[config.mk]
export PLATFORM = sky130hd
export DESIGN_NAME = sgdma_unit
export DESIGN_NICKNAME = d
export VERILOG_FILES = /design/src/rtl/sgdma_pkg.sv /design/src/rtl/sgdma_cmd_check.sv /design/src/rtl/sgdma_beat_seq.sv /design/src/rtl/sgdma_ctrl.sv /design/src/rtl/sgdma_unit.sv
export SDC_FILE = /design/constraint.sdc
export NUM_CORES = 1
export LEC_CHECK = 0
export ABC_AREA = 1
export BUFFER_PORTS_ARGS = -buffer_cell sky130_fd_sc_hd__buf_2
export CAP_MARGIN = 20
export CORE_MARGIN = 2
export CORE_UTILIZATION = 55
export CTS_CLUSTER_SIZE = 14
export DETAILED_ROUTE_END_ITERATION = 12
export GPL_ROUTABILITY_DRIVEN = 0
export HOLD_SLACK_MARGIN = 0.15
export PLACE_DENSITY_LB_ADDON = 0.1
export SLEW_MARGIN = 20
export SYNTH_ARGS = -nofsm -noshare
export SYNTH_HDL_FRONTEND = slang
export SYNTH_SLANG_ARGS = --single-unit
[constraint.sdc]
create_clock -name clk -period 2.9 [get_ports clk]
set_input_delay 0.145 -clock clk [delete_from_list [all_inputs] [get_ports clk]]
set_output_delay 0.145 -clock clk [all_outputs]
set_load 0.01 [all_outputs]
[src/rtl/sgdma_pkg.sv]
package sgdma_pkg;
  localparam int BEAT_SHIFT      = 4;
  localparam int BEAT_BYTES      = 1 << BEAT_SHIFT;
  localparam int SIZE_W          = 15;
  localparam int MAX_BLOCK_BYTES = 16384;
  localparam int BEAT_CNT_W      = SIZE_W - BEAT_SHIFT;
  localparam int LEN_W           = 12;
  localparam int MIN_LIST        = 2;
  localparam int MAX_LIST        = 2048;
  localparam int RADDR_W         = 32;
  localparam int DESC_SHIFT      = 3;
  localparam int DESC_W          = RADDR_W + SIZE_W;

  // descriptor word: size in the upper field, remote address below
  typedef struct packed {
    logic [SIZE_W-1:0]  size;
    logic [RADDR_W-1:0] raddr;
  } desc_t;

  typedef enum logic [1:0] {ST_IDLE, ST_SCAN, ST_FETCH, ST_MOVE} state_e;

  function automatic logic blk_size_ok(input logic [SIZE_W-1:0] s);
    return (s != '0) && (s <= SIZE_W'(MAX_BLOCK_BYTES)) &&
           (s[BEAT_SHIFT-1:0] == '0);
  endfunction

  function automatic logic [BEAT_CNT_W-1:0] beats_of(input logic [SIZE_W-1:0] s);
    return s[SIZE_W-1:BEAT_SHIFT];
  endfunction

  function automatic logic list_len_ok(input logic [LEN_W-1:0] n);
    return (n >= LEN_W'(MIN_LIST)) && (n <= LEN_W'(MAX_LIST));
  endfunction

  function automatic logic desc_ok(input desc_t d);
    return blk_size_ok(d.size) && (d.raddr[BEAT_SHIFT-1:0] == '0);
  endfunction
endpackage

[src/rtl/sgdma_cmd_check.sv]
module sgdma_cmd_check
  import sgdma_pkg::*;
(
  input  logic                  is_list,
  input  logic [BEAT_SHIFT-1:0] laddr_lo,
  input  logic [BEAT_SHIFT-1:0] raddr_lo,
  input  logic [SIZE_W-1:0]     size,
  input  logic [DESC_SHIFT-1:0] list_lo,
  input  logic [LEN_W-1:0]      list_len,
  output logic                  ok
);
  logic single_ok, chain_ok;

  always_comb begin
    single_ok = blk_size_ok(size) && (laddr_lo == '0) && (raddr_lo == '0);
    chain_ok  = list_len_ok(list_len) && (laddr_lo == '0) && (list_lo == '0);
    ok        = is_list ? chain_ok : single_ok;
  end
endmodule

[src/rtl/sgdma_beat_seq.sv]
module sgdma_beat_seq
  import sgdma_pkg::*;
#(
  parameter int LADDR_W = 18
) (
  input  logic                  clk,
  input  logic                  rst_n,
  input  logic                  load,
  input  logic                  ld_put,
  input  logic [LADDR_W-1:0]    ld_laddr,
  input  logic [RADDR_W-1:0]    ld_raddr,
  input  logic [BEAT_CNT_W-1:0] ld_beats,
  output logic                  bt_req,
  output logic                  bt_put,
  output logic [LADDR_W-1:0]    bt_laddr,
  output logic [RADDR_W-1:0]    bt_raddr,
  input  logic                  bt_ack,
  output logic                  blk_done
);
  logic                  active_q, put_q;
  logic [LADDR_W-1:0]    la_q;
  logic [RADDR_W-1:0]    ra_q;
  logic [BEAT_CNT_W-1:0] left_q;
  logic                  beat_taken, last_beat;

  assign beat_taken = active_q && bt_ack;
  assign last_beat  = (left_q == BEAT_CNT_W'(1));
  assign blk_done   = beat_taken && last_beat;

  always_ff @(posedge clk or negedge rst_n) begin
    if (!rst_n) begin
      active_q <= 1'b0;
      put_q    <= 1'b0;
      la_q     <= '0;
      ra_q     <= '0;
      left_q   <= '0;
    end else if (load) begin
      active_q <= 1'b1;
      put_q    <= ld_put;
      la_q     <= ld_laddr;
      ra_q     <= ld_raddr;
      left_q   <= ld_beats;
    end else if (beat_taken) begin
      if (last_beat) begin
        active_q <= 1'b0;
      end else begin
        la_q   <= la_q + LADDR_W'(BEAT_BYTES);
        ra_q   <= ra_q + RADDR_W'(BEAT_BYTES);
        left_q <= left_q - BEAT_CNT_W'(1);
      end
    end
  end

  assign bt_req   = active_q;
  assign bt_put   = put_q;
  assign bt_laddr = la_q;
  assign bt_raddr = ra_q;

  a_r11_hold_fields: assert property (@(posedge clk) disable iff (!rst_n)
    bt_req && !bt_ack |=> bt_req && $stable(bt_laddr) && $stable(bt_raddr) && $stable(bt_put));
  a_r2_remote_step: assert property (@(posedge clk) disable iff (!rst_n)
    beat_taken && !last_beat |=> bt_req && (bt_raddr == $past(bt_raddr) + RADDR_W'(BEAT_BYTES)));
  a_r4_beat_aligned: assert property (@(posedge clk) disable iff (!rst_n)
    bt_req |-> (bt_laddr[BEAT_SHIFT-1:0] == '0) && (bt_raddr[BEAT_SHIFT-1:0] == '0));
  a_r9_load_when_free: assert property (@(posedge clk) disable iff (!rst_n)
    load |-> !active_q);
endmodule

[src/rtl/sgdma_ctrl.sv]
module sgdma_ctrl
  import sgdma_pkg::*;
#(
  parameter int LADDR_W = 18
) (
  input  logic                  clk,
  input  logic                  rst_n,
  input  logic                  cmd_valid,
  input  logic                  cmd_ok,
  input  logic                  cmd_put,
  input  logic                  cmd_is_list,
  input  logic [LADDR_W-1:0]    cmd_laddr,
  input  logic [RADDR_W-1:0]    cmd_raddr,
  input  logic [SIZE_W-1:0]     cmd_size,
  input  logic [LADDR_W-1:0]    cmd_list_addr,
  input  logic [LEN_W-1:0]      cmd_list_len,
  output logic                  cmd_ready,
  output logic                  busy,
  output logic                  done,
  output logic                  err,
  output logic                  lm_req,
  output logic [LADDR_W-1:0]    lm_addr,
  input  logic                  lm_ack,
  input  logic [DESC_W-1:0]     lm_rdata,
  output logic                  seq_load,
  output logic                  seq_put,
  output logic [LADDR_W-1:0]    seq_laddr,
  output logic [RADDR_W-1:0]    seq_raddr,
  output logic [BEAT_CNT_W-1:0] seq_beats,
  input  logic                  seq_active,
  input  logic [LADDR_W-1:0]    seq_cur_laddr,
  input  logic                  seq_blk_done
);
  state_e             state_q;
  logic               list_q, dir_q, done_q, err_q;
  logic [LADDR_W-1:0] base_q, laddr_q;
  logic [LEN_W-1:0]   len_q, idx_q;
  desc_t              desc;
  logic               idle, last_idx, good_desc;
  logic               accept_evt, reject_evt, desc_bad_evt, final_evt;

  assign desc      = desc_t'(lm_rdata);
  assign good_desc = desc_ok(desc);
  assign idle      = (state_q == ST_IDLE);
  assign last_idx  = (idx_q == len_q - LEN_W'(1));

  // named events for the checks below
  assign accept_evt   = idle && cmd_valid && cmd_ok;
  assign reject_evt   = idle && cmd_valid && !cmd_ok;
  assign desc_bad_evt = (state_q == ST_SCAN || state_q == ST_FETCH) && lm_ack && !good_desc;
  assign final_evt    = (state_q == ST_MOVE) && seq_blk_done && (!list_q || last_idx);

  always_ff @(posedge clk or negedge rst_n) begin
    if (!rst_n) begin
      state_q <= ST_IDLE;
      list_q  <= 1'b0;
      dir_q   <= 1'b0;
      done_q  <= 1'b0;
      err_q   <= 1'b0;
      base_q  <= '0;
      laddr_q <= '0;
      len_q   <= '0;
      idx_q   <= '0;
    end else begin
      done_q <= 1'b0;
      unique case (state_q)
        ST_IDLE: begin
          if (reject_evt) begin
            err_q  <= 1'b1;
            done_q <= 1'b1;
          end else if (accept_evt) begin
            err_q   <= 1'b0;
            dir_q   <= cmd_put;
            list_q  <= cmd_is_list;
            base_q  <= cmd_list_addr;
            len_q   <= cmd_list_len;
            laddr_q <= cmd_laddr;
            idx_q   <= '0;
            state_q <= cmd_is_list ? ST_SCAN : ST_MOVE;
          end
        end
        ST_SCAN: begin
          if (lm_ack) begin
            if (!good_desc) begin
              err_q   <= 1'b1;
              done_q  <= 1'b1;
              state_q <= ST_IDLE;
            end else if (last_idx) begin
              idx_q   <= '0;
              state_q <= ST_FETCH;
            end else begin
              idx_q <= idx_q + LEN_W'(1);
            end
          end
        end
        ST_FETCH: begin
          if (lm_ack) begin
            if (!good_desc) begin
              err_q   <= 1'b1;
              done_q  <= 1'b1;
              state_q <= ST_IDLE;
            end else begin
              state_q <= ST_MOVE;
            end
          end
        end
        ST_MOVE: begin
          if (final_evt) begin
            done_q  <= 1'b1;
            state_q <= ST_IDLE;
          end else if (seq_blk_done) begin
            idx_q   <= idx_q + LEN_W'(1);
            laddr_q <= seq_cur_laddr + LADDR_W'(BEAT_BYTES);
            state_q <= ST_FETCH;
          end
        end
        default: state_q <= ST_IDLE;
      endcase
    end
  end

  always_comb begin
    seq_load  = (idle && accept_evt && !cmd_is_list) ||
                ((state_q == ST_FETCH) && lm_ack && good_desc);
    seq_put   = idle ? cmd_put : dir_q;
    seq_laddr = idle ? cmd_laddr : laddr_q;
    seq_raddr = idle ? cmd_raddr : desc.raddr;
    seq_beats = beats_of(idle ? cmd_size : desc.size);
  end

  assign lm_req    = (state_q == ST_SCAN) || (state_q == ST_FETCH);
  assign lm_addr   = base_q + (LADDR_W'(idx_q) << DESC_SHIFT);
  assign cmd_ready = idle;
  assign busy      = !idle;
  assign done      = done_q;
  assign err       = err_q;

  a_r9_busy_after_accept: assert property (@(posedge clk) disable iff (!rst_n)
    accept_evt |=> busy && !err);
  a_r9_done_after_final: assert property (@(posedge clk) disable iff (!rst_n)
    final_evt |=> done && !busy);
  a_r9_done_single: assert property (@(posedge clk) disable iff (!rst_n)
    done |=> !done);
  a_r3_reject_quiet: assert property (@(posedge clk) disable iff (!rst_n)
    reject_evt |=> done && err && !busy && !seq_active);
  a_r8_abort_no_beat: assert property (@(posedge clk) disable iff (!rst_n)
    desc_bad_evt |=> err && done && !seq_active);
  a_r1_idle_silent: assert property (@(posedge clk) disable iff (!rst_n)
    !busy |-> !lm_req && !seq_active);
  a_r6_one_port: assert property (@(posedge clk) disable iff (!rst_n)
    !(lm_req && seq_active));
  a_r12_err_kept: assert property (@(posedge clk) disable iff (!rst_n)
    err && !cmd_valid |=> err);
endmodule

[src/rtl/sgdma_unit.sv]
module sgdma_unit
  import sgdma_pkg::*;
#(
  parameter int LADDR_W = 18
) (
  input  logic                clk,
  input  logic                rst_n,
  input  logic                cmd_valid,
  output logic                cmd_ready,
  input  logic                cmd_put,
  input  logic                cmd_is_list,
  input  logic [LADDR_W-1:0]  cmd_laddr,
  input  logic [RADDR_W-1:0]  cmd_raddr,
  input  logic [SIZE_W-1:0]   cmd_size,
  input  logic [LADDR_W-1:0]  cmd_list_addr,
  input  logic [LEN_W-1:0]    cmd_list_len,
  output logic                busy,
  output logic                done,
  output logic                err,
  output logic                lm_req,
  output logic [LADDR_W-1:0]  lm_addr,
  input  logic                lm_ack,
  input  logic [DESC_W-1:0]   lm_rdata,
  output logic                bt_req,
  output logic                bt_put,
  output logic [LADDR_W-1:0]  bt_laddr,
  output logic [RADDR_W-1:0]  bt_raddr,
  input  logic                bt_ack
);
  logic                  cmd_ok;
  logic                  seq_load, seq_put, seq_blk_done;
  logic [LADDR_W-1:0]    seq_laddr;
  logic [RADDR_W-1:0]    seq_raddr;
  logic [BEAT_CNT_W-1:0] seq_beats;

  sgdma_cmd_check u_check (
    .is_list  (cmd_is_list),
    .laddr_lo (cmd_laddr[BEAT_SHIFT-1:0]),
    .raddr_lo (cmd_raddr[BEAT_SHIFT-1:0]),
    .size     (cmd_size),
    .list_lo  (cmd_list_addr[DESC_SHIFT-1:0]),
    .list_len (cmd_list_len),
    .ok       (cmd_ok)
  );

  sgdma_ctrl #(.LADDR_W(LADDR_W)) u_ctrl (
    .clk           (clk),
    .rst_n         (rst_n),
    .cmd_valid     (cmd_valid),
    .cmd_ok        (cmd_ok),
    .cmd_put       (cmd_put),
    .cmd_is_list   (cmd_is_list),
    .cmd_laddr     (cmd_laddr),
    .cmd_raddr     (cmd_raddr),
    .cmd_size      (cmd_size),
    .cmd_list_addr (cmd_list_addr),
    .cmd_list_len  (cmd_list_len),
    .cmd_ready     (cmd_ready),
    .busy          (busy),
    .done          (done),
    .err           (err),
    .lm_req        (lm_req),
    .lm_addr       (lm_addr),
    .lm_ack        (lm_ack),
    .lm_rdata      (lm_rdata),
    .seq_load      (seq_load),
    .seq_put       (seq_put),
    .seq_laddr     (seq_laddr),
    .seq_raddr     (seq_raddr),
    .seq_beats     (seq_beats),
    .seq_active    (bt_req),
    .seq_cur_laddr (bt_laddr),
    .seq_blk_done  (seq_blk_done)
  );

  sgdma_beat_seq #(.LADDR_W(LADDR_W)) u_seq (
    .clk      (clk),
    .rst_n    (rst_n),
    .load     (seq_load),
    .ld_put   (seq_put),
    .ld_laddr (seq_laddr),
    .ld_raddr (seq_raddr),
    .ld_beats (seq_beats),
    .bt_req   (bt_req),
    .bt_put   (bt_put),
    .bt_laddr (bt_laddr),
    .bt_raddr (bt_raddr),
    .bt_ack   (bt_ack),
    .blk_done (seq_blk_done)
  );
endmodule

* Word level (Yosys, flattened, before mapping)
Index checks and enable logic that the tools add are counted.
** Cells by class
- Equal/unequal tests :: 18
- Mux-type cells :: 51
- Bitwise logic cells :: 1
- $lt $le $gt $ge :: 4
- $add $sub $neg :: 6
- Reductions and logical operators :: 50
** Operators with widths (number)
- two-way mux 18 bit :: 8
- two-way mux 32 bit :: 4
- two-way mux 12 bit :: 7
- one-hot mux 12 bit (3 select lines) :: 1
- one-hot mux 18 bit (2 select lines) :: 1
- two-way mux 11 bit :: 3
- adder 32 x 5 -> 32 bit (second input constant) :: 1
- less-or-equal comparator 15 bit (second input constant) :: 2
- nonzero test 15 bit :: 2
- logical AND 1 bit :: 21
- zero test 4 bit :: 5
- two-way mux 2 bit :: 10
- adder 18 x 15 -> 18 bit :: 1
- adder 18 x 5 -> 18 bit (second input constant) :: 1
- two-way mux 15 bit :: 1
- != test 2 bit (second input constant) :: 7
- two-way mux 1 bit :: 13
- adder 12 x 1 -> 12 bit (second input constant) :: 1
- equality test 12 bit :: 1
- greater-or-equal comparator 12 x 2 -> 1 bit (second input constant) :: 1
- less-or-equal comparator 12 bit (second input constant) :: 1
- subtractor 12 x 1 -> 12 bit (second input constant) :: 1
- equality test 11 x 1 -> 1 bit (second input constant) :: 1
- subtractor 11 x 1 -> 11 bit (second input constant) :: 1
- other kinds (23) :: 35
** Storage, ports and cells
- Input bits :: 149
- Flip-flop bits (word level) :: 129
- Logic and storage cells :: 144
- Output and inout port bits :: 75

* Logic depth before layout (Yosys ltp)
Gate-level depths: netlist of run 1.
- Depth after elaboration :: 12
- Mapped depth :: 18
- Depth with buffers taken out :: 17

* Modules after synthesis
From an unflattened synthesis of run 1, not the netlist that was laid out.
** Second synthesis, totals
- Cells, all modules :: 1518
- Area total of the unflattened synthesis :: 9793.1 sq um
** By module, submodules not included
- sgdma_ctrl :: area an instance 5331.4 sq um, cells each 800, sequential area each 1651.6 sq um, times used 1
- sgdma_beat_seq :: area an instance 4264.1 sq um, cells each 670, sequential area each 1576.5 sq um, times used 1
- sgdma_cmd_check :: area an instance 197.7 sq um, cells each 48, sequential area each 0.0 sq um, times used 1

* Worst setup path before layout of run 1
OpenSTA, ideal clock, no wires.
- Path type :: reg-to-output
- Start point :: reg u_ctrl.idx_q[0]
- End point :: out lm_addr[17]
- Cell stages (with the launch flop) :: 12
- Arrival time :: 2.138 ns
- Path slack :: 0.617 ns
- Cell sequence :: dfrtp_1 > ha_1 > inv_1 > fa_1 > inv_1 > a31oi_1 > o21ai_1 > nand3_1 > and2_1 > o21ai_1 > nand2_1 > xnor2_1
** Between the ends
- Word-level cells in the longest chain between the ends :: 1
** RTL lines
- start: declaration :: line sgdma_ctrl.sv:37 : logic [LEN_W-1:0] len_q, idx_q;
- start signal: assignment :: line sgdma_ctrl.sv:92 : idx_q <= idx_q + LEN_W'(1);
- start signal: assignment :: line sgdma_ctrl.sv:112 : idx_q <= idx_q + LEN_W'(1);
- adder 18 x 15 -> 18 bit :: line sgdma_ctrl.sv:132 : assign lm_addr = base_q + (LADDR_W'(idx_q) << DESC_SHIFT);
- end: declaration :: line sgdma_unit.sv:21 : output logic [LADDR_W-1:0] lm_addr,
Every way passes these cells.

* Final worst setup path of run 1
Ends and elaborated chain as after synthesis.

==> flow_summary.yaml, run 1 <==
status:
  status: "finished, final reports clean"
route:
  routed_wl_um: 27800
  final_antenna_net_count: 0
  drc_errors: 0
  post_drt_wl_per_cell_um: 15.5
  first_pass_iters: 5
  drt_iter0_markers: 563
  vias_per_cell: 5.28
  vias: 9470
sta:
  rsz0062_at_grt: "no"
  period_needed_ns: 2.73
  slew_violations: 0
  final-hold-violation-count: 0
  fin_tns_setup_ns: 0
  slew_headroom: 0.586
  setup_viol: 0
  fin_worst_skew_ns: 0.00941
  fmax_mhz: 367
  tightest_slew_ns: 0.621
  layout_setup_ws_ns: 0.173
  post-route-period-util: 0.940
cells_and_area:
  antenna_cells: 0
  nFillCells: 1282
  drive_above_1_share: 0.243
  multi_input_area_um2: 5350
  finish.instance_area_um2: 12400
  ff_latch_area_um2: 3230
  syn_to_final_growth_pct: 34.1
  layout.nets: 1733
worst_setup_path:
  cp.arrival_ns: 2.58
  crit_type: "register to output pin"
  cp_max_fo: 3
  critPathCaptureType: "output pin"
  cp-start-kind: "register"
  cp.required_ns: 2.76
place:
  dp_hpwl_um: 19200
  post_dp_cell_area_um2: 10500
  dp_slack_ns: 0.272
  port_buffers: 223
clock_network:
  cts_made_buffers: 17
  clock_tree.buffer_depth: 2
  htree_num_levels: 4
  clk_pin_slew_ns: 0.06
  cts_tree: "done"
  clkSinkCount: 129
  clkLatencyLatePin_ns: 0.43
  root_buffer: "clkbuf_16"
global_route:
  grt_use_total: 0.318
  grt.overflow.total: 0
  antenna_found_initial: 0
  grt_max_degree: 110
  grt_pass1_vias: 9767
  grt_pass1_wl_um: 45700
logic_synthesis:
  synthArstFlopShare: 1.00
  synth_seq_cells: 129
  synth.distinct_cells: 52
  syn-num-nets: 1398
  yosysSeqAreaShare: 0.350
  synth_edf_count: 0
  synthFlopType: "dfrtp_1"
  yosys_warnings: 0
  syn_avg_cell_area_um2: 7.54
  syn-cell-area_um2: 9230
  synth_cells: 1225
die:
  die_h_um: 134
  initial_utilization: 0.559
  dieWidth_um: 134
  io-pin-count: 224
  row_count: 47
  coreArea_um2: 16500
  dieArea_um2: 17800
min_path:
  hold_class: "input pin to register"
pwr:
  power_density_nw_per_um2: 771
  vdd_ir_drop_max_mv: 0.522
  leakage_nw: 6.41
flow_run:
  drv_cap: 0
## flip-flops by register name (all words and copies together), names as in the netlist
name            cells
u_seq.bt_raddr     32
u_ctrl.base_q      18
u_ctrl.laddr_q     18
u_seq.bt_laddr     18
u_ctrl.idx_q       12
u_ctrl.len_q       12
u_seq.left_q       11
u_ctrl.state_q      2
u_ctrl.dir_q        1
u_ctrl.done         1
u_ctrl.err          1
u_ctrl.list_q       1
u_seq.bt_put        1
u_seq.bt_req        1
## power breakdown
part	switching (W)	internal, W
logic	0.00252	0.00175
registers	0.000571	0.00233
clock network	0.000833	0.00155
total	0.00393	0.00563
## path summary, 6_finish.rpt
kind | from | to | slack [ns] | depth (start not counted)
max in group asynchronous | rst_n | u_seq.bt_raddr[29] | 1.80 | 4
setup / recovery | u_ctrl.idx_q[0] | lm_addr[17] | 0.17 | 12
hold reg to reg | u_ctrl.laddr_q[11] | u_ctrl.laddr_q[11] | 0.48 | 2
hold / removal | lm_rdata[42] | u_seq.left_q[6] | 0.15 | 5
min in group asynchronous | rst_n | u_ctrl.len_q[4] | 0.19 | 2
setup reg to reg | u_ctrl.state_q[0] | u_seq.bt_raddr[9] | 0.27 | 10
## worst max-delay path, cell delays in order (launching register included)
cell	delay [ns]
dfrtp_2	0.36
ha_1	0.17
inv_1	0.07
fa_2	0.35
inv_1	0.07
a31oi_2	0.13
o21ai_2	0.21
nand3_1	0.08
and2_1	0.17
o21ai_2	0.15
nand2_1	0.09
xnor2_1	0.16
buf_2	0.15
## routing by layer
metal  wire length, um  track usage
met1             11100        0.363
met2             14500        0.584
met3              1360       0.0628
met4               868        0.127
met5                 0            0
## stage by stage
step                power [W]  hold slack, ns   util  instances
global placement      0.00678           0.362  0.635       1641
CTS                   0.00950           0.151  0.746       1790
finish                0.00955           0.154  0.749       1792
detailed placement    0.00687           0.361  0.635       1641
global route           0.0102           0.179  0.749       1792
floorplan             0.00575          -0.151      -       1225
## logic make-up (layout without fill, tap and decap cells)
group / count (synthesis) / after routing / share of synthesized area
muxes: 59 / 59 / 0.0668
adders and majority gates: 24 / 24 / 0.0333
AOI/OAI and AO/OA: 157 / 157 / 0.106
DFF: 129 / 129 / 0.350
and+or+nand+nor: 632 / 632 / 0.303
xor gates and xnor gates: 69 / 69 / 0.0663
buffers and inverters: 155 / 502 / 0.0752
## synth_stat cells (21+ instances only)
master	count	area [um2]
mux2_2	21	236
mux2i_1	38	380
o21ai_0	61	305
nand4_1	21	131
nand2_2	23	144
o211ai_1	32	240
nand2_1	334	1250
xnor2_1	27	236
nand3_1	53	265
nor2_1	144	541
xor2_1	41	359
inv_1	104	390
dfrtp_1	129	3230
ha_1	23	288
## layout make-up
| class | instances | share of cell area |
|---|---|---|
| timing repair buffer | 359 | 0.199 |
| sequential | 129 | 0.261 |
| clock buffer | 23 | 0.0402 |
| inverter | 112 | 0.0342 |
| tap | 220 | 0.0222 |
| clock inverter | 8 | 0.0120 |
| multi-input combinational | 941 | 0.432 |
## cells in the final DEF, fill, tap and decap left out, drive strengths merged, types with 3 or more instances in the layout
cell type	n
o21ai	89
or2	8
nand3b	4
dfrtp	129
nor4	7
nand3	59
xor2	42
mux2	21
o211ai	32
a31oi	9
xnor2	27
buf	242
a21oi	20
nand2	359
mux2i	38
clkbuf	23
nor2	157
bufinv	4
clkinvlp	3
nand4	23
ha	23
inv	111
dlygate4sd3	117
nor3	13
## what timing repair did
action / CTS / global route
hold buffers: 117 / 0
buffers inserted: 1 / 1
setup endpoints to repair: 2 / 18
hold endpoints to repair: 212 / 0
gates resized for setup: 3 / 6
pin swaps: 0 / 2
No activity file was read; power rests on OpenSTA's default activity.
==> inputs of run 2 (changes only) <==
--- a/config.mk
+++ b/config.mk
@@ -9,10 +9,10 @@
 export BUFFER_PORTS_ARGS = -buffer_cell sky130_fd_sc_hd__buf_2
 export CAP_MARGIN = 20
 export CORE_MARGIN = 2
-export CORE_UTILIZATION = 55
+export CORE_UTILIZATION = 43
 export CTS_CLUSTER_SIZE = 14
 export DETAILED_ROUTE_END_ITERATION = 12
-export GPL_ROUTABILITY_DRIVEN = 0
+export GPL_ROUTABILITY_DRIVEN = 1
 export HOLD_SLACK_MARGIN = 0.15
 export PLACE_DENSITY_LB_ADDON = 0.1
 export SLEW_MARGIN = 20
==> run 2 against run 1 <==
Worst setup slack improved by 0.035 ns. Combinational power about the same. Clock skew increased by 0.012 ns. Hold slack improved by 0.0069 ns. First-iteration DRC count decreased by 16%. Via count decreased by 2.0%. Sequential power about the same. Sequential cell count unchanged. Cell area increased by 0.72%. Count of clock-buffer cells in the layout decreased by 4. Largest cell class unchanged.
==> flow_summary.yaml, run 2 (synthesis gave the netlist of run 1 again) <==
sta:
  final-hold-violation-count: 0
  post-route-period-util: 0.928
  slew_violations: 0
  fmax_mhz: 371
  fin_worst_skew_ns: 0.0219
  tightest_slew_ns: 0.676
  slew_headroom: 0.549
  rsz0062_at_grt: "no"
  period_needed_ns: 2.69
  fin_tns_setup_ns: 0
  setup_viol: 0
  layout_setup_ws_ns: 0.208
worst_setup_path:
  critPathCaptureType: "register"
  critPathTopFamily: "simple AND/OR/NAND/NOR gates"
  r2r_setup_slack_ns: 0.30
  crit_slowest_cell: "dlygate4sd3_1"
  cp_cell_sequence: "dlygate4sd3_1, buf_2, nor2_1, nand2_1, nor2_1, nand2_1, nand3b_1, nor2_1, nand3_1, nand2_2, buf_6, inv_2, nand2_4, or2_1, nand2_1, inv_1"
  crit_type: "input pin to register"
  cp.required_ns: 3.21
  cp_max_fo: 22
  critical_path_buf_inv_count: 5
  max_stage_delay_ns: 0.54
  cp-start-kind: "input pin"
  cp.arrival_ns: 3.00
pwr:
  finalPower_w: 0.00927
  switching_share: 0.426
  power_frac_seq: 0.312
  p_switching_w: 0.00395
  leakage_nw: 6.44
  power_density_nw_per_um2: 743
  vdd_ir_drop_max_mv: 0.504
  pwr-share-clk: 0.227
  pwr-share-comb: 0.461
  p_int_w: 0.00532
status:
  status: "finished, final reports clean"
clock_network:
  cts_tree: "done"
  root_buffer: "clkbuf_16"
  clk_pin_slew_ns: 0.07
  htree_num_levels: 4
  clkLatencyLatePin_ns: 0.43
  cts_made_buffers: 17
  clkSinkCount: 129
  clock_tree.buffer_depth: 2
place:
  dp_cells: 1697
  dp_hpwl_um: 20100
  place_congestion: 0.881
  dp_slack_ns: 0.122
  port_buffers: 223
global_route:
  grt.overflow.total: 0
  grt_pass1_wl_um: 44600
  antenna_found_initial: 0
  grt_pass1_vias: 9105
  grt_max_degree: 83
  grt_use_total: 0.250
cells_and_area:
  most-common-layout-cells: "333 x nand2_1, 222 x buf_2, 142 x nor2_1"
  multi_input_area_um2: 5370
  fin_util: 0.593
  syn_to_final_growth_pct: 35.1
  layout.nets: 1739
  nFillCells: 1940
  largest_reg_flops: 32
  drive_above_1_share: 0.244
  instances_no_fill: 1854
  ff_latch_area_um2: 3230
  final_common_cell: "nand2_1"
  antenna_cells: 0
min_path:
  hold_class: "input pin to register"
route:
  vias: 9276
  final_antenna_net_count: 0
  post_drt_wl_per_cell_um: 15.3
  drc_errors: 0
  first_pass_iters: 6
  vias_per_cell: 5.00
  drt_iter0_markers: 473
  routed_wl_um: 28400
flow_run:
  drv_cap: 0
die:
  dieArea_um2: 22700
  io-pin-count: 224
  die_h_um: 151
  coreArea_um2: 21000
  row_count: 53
  initial_utilization: 0.439
  dieWidth_um: 151
## run 2: changes by cell type in the layout (fill, tap and decap cells not counted), moves of 2 or more
cell,before,now
buf_12,0,3
buf_4,17,15
bufinv_16,4,1
clkbuf_8,5,1
clkinv_4,0,3
dlygate4sd3_1,117,122
inv_6,1,4
## run 2: worst min-delay path: cells and delay by family
kind,cells,cell delay [ns]
AOI/OAI and AO/OA,1,0.13
and+or+nand+nor,2,0.13
muxes,1,0.06
buffers and inverters,1,0.08
## run 2: final timing paths
path,startpoint,end,depth (start not counted)
worst min-delay path,cmd_raddr[23],u_seq.bt_raddr[23],5
max in group asynchronous,rst_n,u_seq.left_q[8],3
worst min register to register,u_ctrl.laddr_q[4],u_ctrl.laddr_q[4],2
worst max-delay path,lm_rdata[45],u_seq.bt_raddr[24],16
worst max register to register,u_ctrl.state_q[0],u_seq.bt_raddr[0],8
min in group asynchronous,rst_n,u_ctrl.len_q[2],2
## run 2: layer usage
layer  global-route usage  vias up  wire length (um)
li1                     -     4674                 -
met1                0.291     4327             11800
met5                    0        -                 0
met2                0.465      243             14800
met4               0.0750        0               538
met3               0.0445       32              1310
## run 2: repair_timing
item                                    CTS  global route
hold buffers                            120             2
gates resized for setup                   6            11
setup buffers                             1             2
gates cloned                              0             0
endpoints found under the setup margin    3            36
endpoints found under the hold margin   153             2
pin swaps                                 1             1
## run 2: cell type report
type | count | share of cell area
tap | 275 | 0.0276
inverter | 112 | 0.0337
timing repair buffer | 365 | 0.204
multi-input combinational | 941 | 0.431
clock inverter | 13 | 0.0101
clock buffer | 19 | 0.0355
sequential | 129 | 0.259
## run 2: stage by stage
stage / cell area (um2) / hold WS (ns)
2_1_floorplan: 9230 / -0.151
3_3_place_gp: 10600 / 0.124
3_5_place_dp: 10600 / 0.118
4_1_cts: 12400 / 0.151
5_1_grt: 12500 / 0.160
6_report: 12500 / 0.161
## run 2: power by group through the flow
stage / Clock [W] / Combinational [W] / Sequential, W
after floorplan: 0 / 0.00286 / 0.00288
after global placement: 0 / 0.00397 / 0.00292
after detailed placement: 0 / 0.00403 / 0.00291
after CTS: 0.00215 / 0.00424 / 0.00289
after global routing: 0.00222 / 0.00476 / 0.00297
final: 0.00210 / 0.00427 / 0.00289
==> inputs of run 3 (changes only) <==
--- a/config.mk
+++ b/config.mk
@@ -6,8 +6,8 @@
 export NUM_CORES = 1
 export LEC_CHECK = 0
 export ABC_AREA = 1
-export BUFFER_PORTS_ARGS = -buffer_cell sky130_fd_sc_hd__buf_2
-export CAP_MARGIN = 20
+export BUFFER_PORTS_ARGS = -buffer_cell sky130_fd_sc_hd__clkbuf_2
+export CAP_MARGIN = 15
 export CORE_MARGIN = 2
 export CORE_UTILIZATION = 43
 export CTS_CLUSTER_SIZE = 14
==> run 3 against run 2 <==
Die area unchanged. Sequential share of layout area grew 0.32 points. Cell area is 1.2% lower. Global-route usage fell by 0.34 points. Combinational power decreased by 1%. Via count is 1.9% lower. Fmax shrank 0.91%. Critical path depth shrank 7. Count of clock-buffer cells in the layout fell by 1. Final cell count down 0.81%. Largest cell class unchanged. Highest routed layer unchanged.
==> flow_summary.yaml, run 3 (synthesis gave the netlist of run 1 again) <==
worst_setup_path:
  cp_max_fo: 7
  cp-startpoint: "u_ctrl.idx_q[6]"
  cp.arrival_ns: 2.57
  cp.required_ns: 2.76
  crit_slowest_cell: "dfrtp_1"
  r2r_setup_slack_ns: 0.28
  worstRegToRegCells: 8
  cp-start-kind: "register"
  critPathCaptureType: "output pin"
  endpoint: "lm_addr[14]"
  max_stage_delay_ns: 0.49
  r2r-start: "u_ctrl.state_q[0]"
  crit_type: "register to output pin"
  cp_cell_sequence: "ha_1, a21oi_1, o21ai_0, a21oi_1, o21ai_0, nand3_1, nand2_1, xor2_1, clkbuf_2"
  timing.rr.end: "u_seq.bt_raddr[14]"
die:
  initial_utilization: 0.439
  io-pin-count: 224
  dieArea_um2: 22700
  coreArea_um2: 21000
  row_count: 53
  die_h_um: 151
  dieWidth_um: 151
sta:
  post-route-period-util: 0.937
  slew_headroom: 0.657
  setup_viol: 0
  final-hold-violation-count: 0
  slew_violations: 0
  tightest_slew_ns: 0.515
  fmax_mhz: 368
  fin_worst_skew_ns: 0.0157
  period_needed_ns: 2.72
  fin_tns_setup_ns: 0
  rsz0062_at_grt: "no"
place:
  dp_hpwl_um: 19800
  port_buffers: 223
  post_dp_cell_area_um2: 10600
  place_congestion: 0.909
pwr:
  leakage_nw: 6.35
  power_density_nw_per_um2: 751
  vdd_ir_drop_max_mv: 0.450
global_route:
  grt_use_total: 0.247
  grt.overflow.total: 0
  antenna_found_initial: 0
  grt_pass1_vias: 9006
  grt_pass1_wl_um: 44200
  grt_max_degree: 83
cells_and_area:
  syn_to_final_growth_pct: 33.5
  most-common-layout-cells: "334 x nand2_1, 222 x clkbuf_2, 142 x nor2_1"
  layout.nets: 1724
  nFillCells: 1935
  antenna_cells: 0
  largest_reg_flops: 32
  final_common_cell: "nand2_1"
  finish.instance_area_um2: 12300
  drive_above_1_share: 0.245
clock_network:
  clk_pin_slew_ns: 0.06
  clock_tree.buffer_depth: 2
  cts_tree: "done"
  htree_num_levels: 4
  root_buffer: "clkbuf_16"
  cts_made_buffers: 17
  clkSinkCount: 129
  clkLatencyLatePin_ns: 0.43
route:
  vias: 9100
  final_antenna_net_count: 0
  drt_iter0_markers: 443
  routed_wl_um: 27500
  first_pass_iters: 6
  drc_errors: 0
  post_drt_wl_per_cell_um: 14.9
  vias_per_cell: 4.95
min_path:
  hold_class: "input pin to register"
  hold_path.startpoint: "lm_rdata[36]"
flow_run:
  drv_cap: 0
status:
  status: "finished, final reports clean"
## run 3: cell types whose count changed in the layout (fill, tap and decap cells not counted), moves of 2 or more
cell           change
clkbuf_2         +222
buf_4              -2
inv_8              +3
dlygate4sd3_1     -11
buf_2            -222
## run 3: worst min-delay path by stage
stage | to | slack [ns] | cells past startpoint
global placement | u_ctrl.len_q[2] | 0.12 | 1
finish | u_seq.left_q[0] | 0.15 | 3
floorplan | u_ctrl.base_q[0] | -0.15 | 0
global route | u_seq.left_q[0] | 0.16 | 3
detailed placement | u_ctrl.len_q[2] | 0.12 | 1
CTS | u_seq.left_q[6] | 0.15 | 5
## run 3: routing by layer
metal  vias to the layer above  GRT usage  part of all wire
met4                         0     0.0722             0.017
met3                        33     0.0485             0.045
met5                         -          0                 0
li1                       4646          -                 -
met1                      4211      0.296              0.42
met2                       210      0.446              0.52
## run 3: worst max-delay path, delay by kind of cell, from the launching register on
kind	cells	cell delay (ns)
and+or+nand+nor	2	0.17
DFF	1	0.49
buffers and inverters	1	0.17
AOI/OAI and AO/OA	4	0.74
adders and majority gates	1	0.41
xor gates and xnor gates	1	0.17
## run 3: what timing repair did
| item | CTS | global route |
|---|---|---|
| resized for setup | 3 | 8 |
| hold buffers | 111 | 0 |
| cloned | 0 | 0 |
| pin swaps | 1 | 1 |
| hold endpoints to repair | 150 | 0 |
| setup buffers | 1 | 1 |
| endpoints found under the setup margin | 2 | 13 |
## run 3: power by group
group          switching, W  total, W  internal [W]  leakage, nW
Combinational       0.00249   0.00422       0.00173         4.38
Sequential         0.000557   0.00288       0.00233         1.69
Clock              0.000923   0.00216       0.00123        0.279
## run 3: layout make-up
| class | instances | area, um2 | share of cell area |
|---|---|---|---|
| timing repair buffer | 350 | 2380 | 0.193 |
| tap | 275 | 344 | 0.0279 |
| inverter | 112 | 424 | 0.0344 |
| clock inverter | 14 | 148 | 0.0120 |
| clock buffer | 18 | 439 | 0.0356 |
| multi-input combinational | 941 | 5360 | 0.435 |
| sequential | 129 | 3230 | 0.262 |
## run 3: through the flow
step                worst slack [ns]  hold slack [ns]  total power, W  instances  utilization
floorplan                      0.617           -0.151         0.00575       1225            -
global placement               0.369            0.118         0.00686       1694        0.503
detailed placement             0.315            0.116         0.00690       1694        0.503
CTS                           0.0468            0.153         0.00930       1838        0.584
global route                 0.00417            0.156         0.00997       1839        0.586
finish                         0.183            0.152         0.00926       1839        0.586
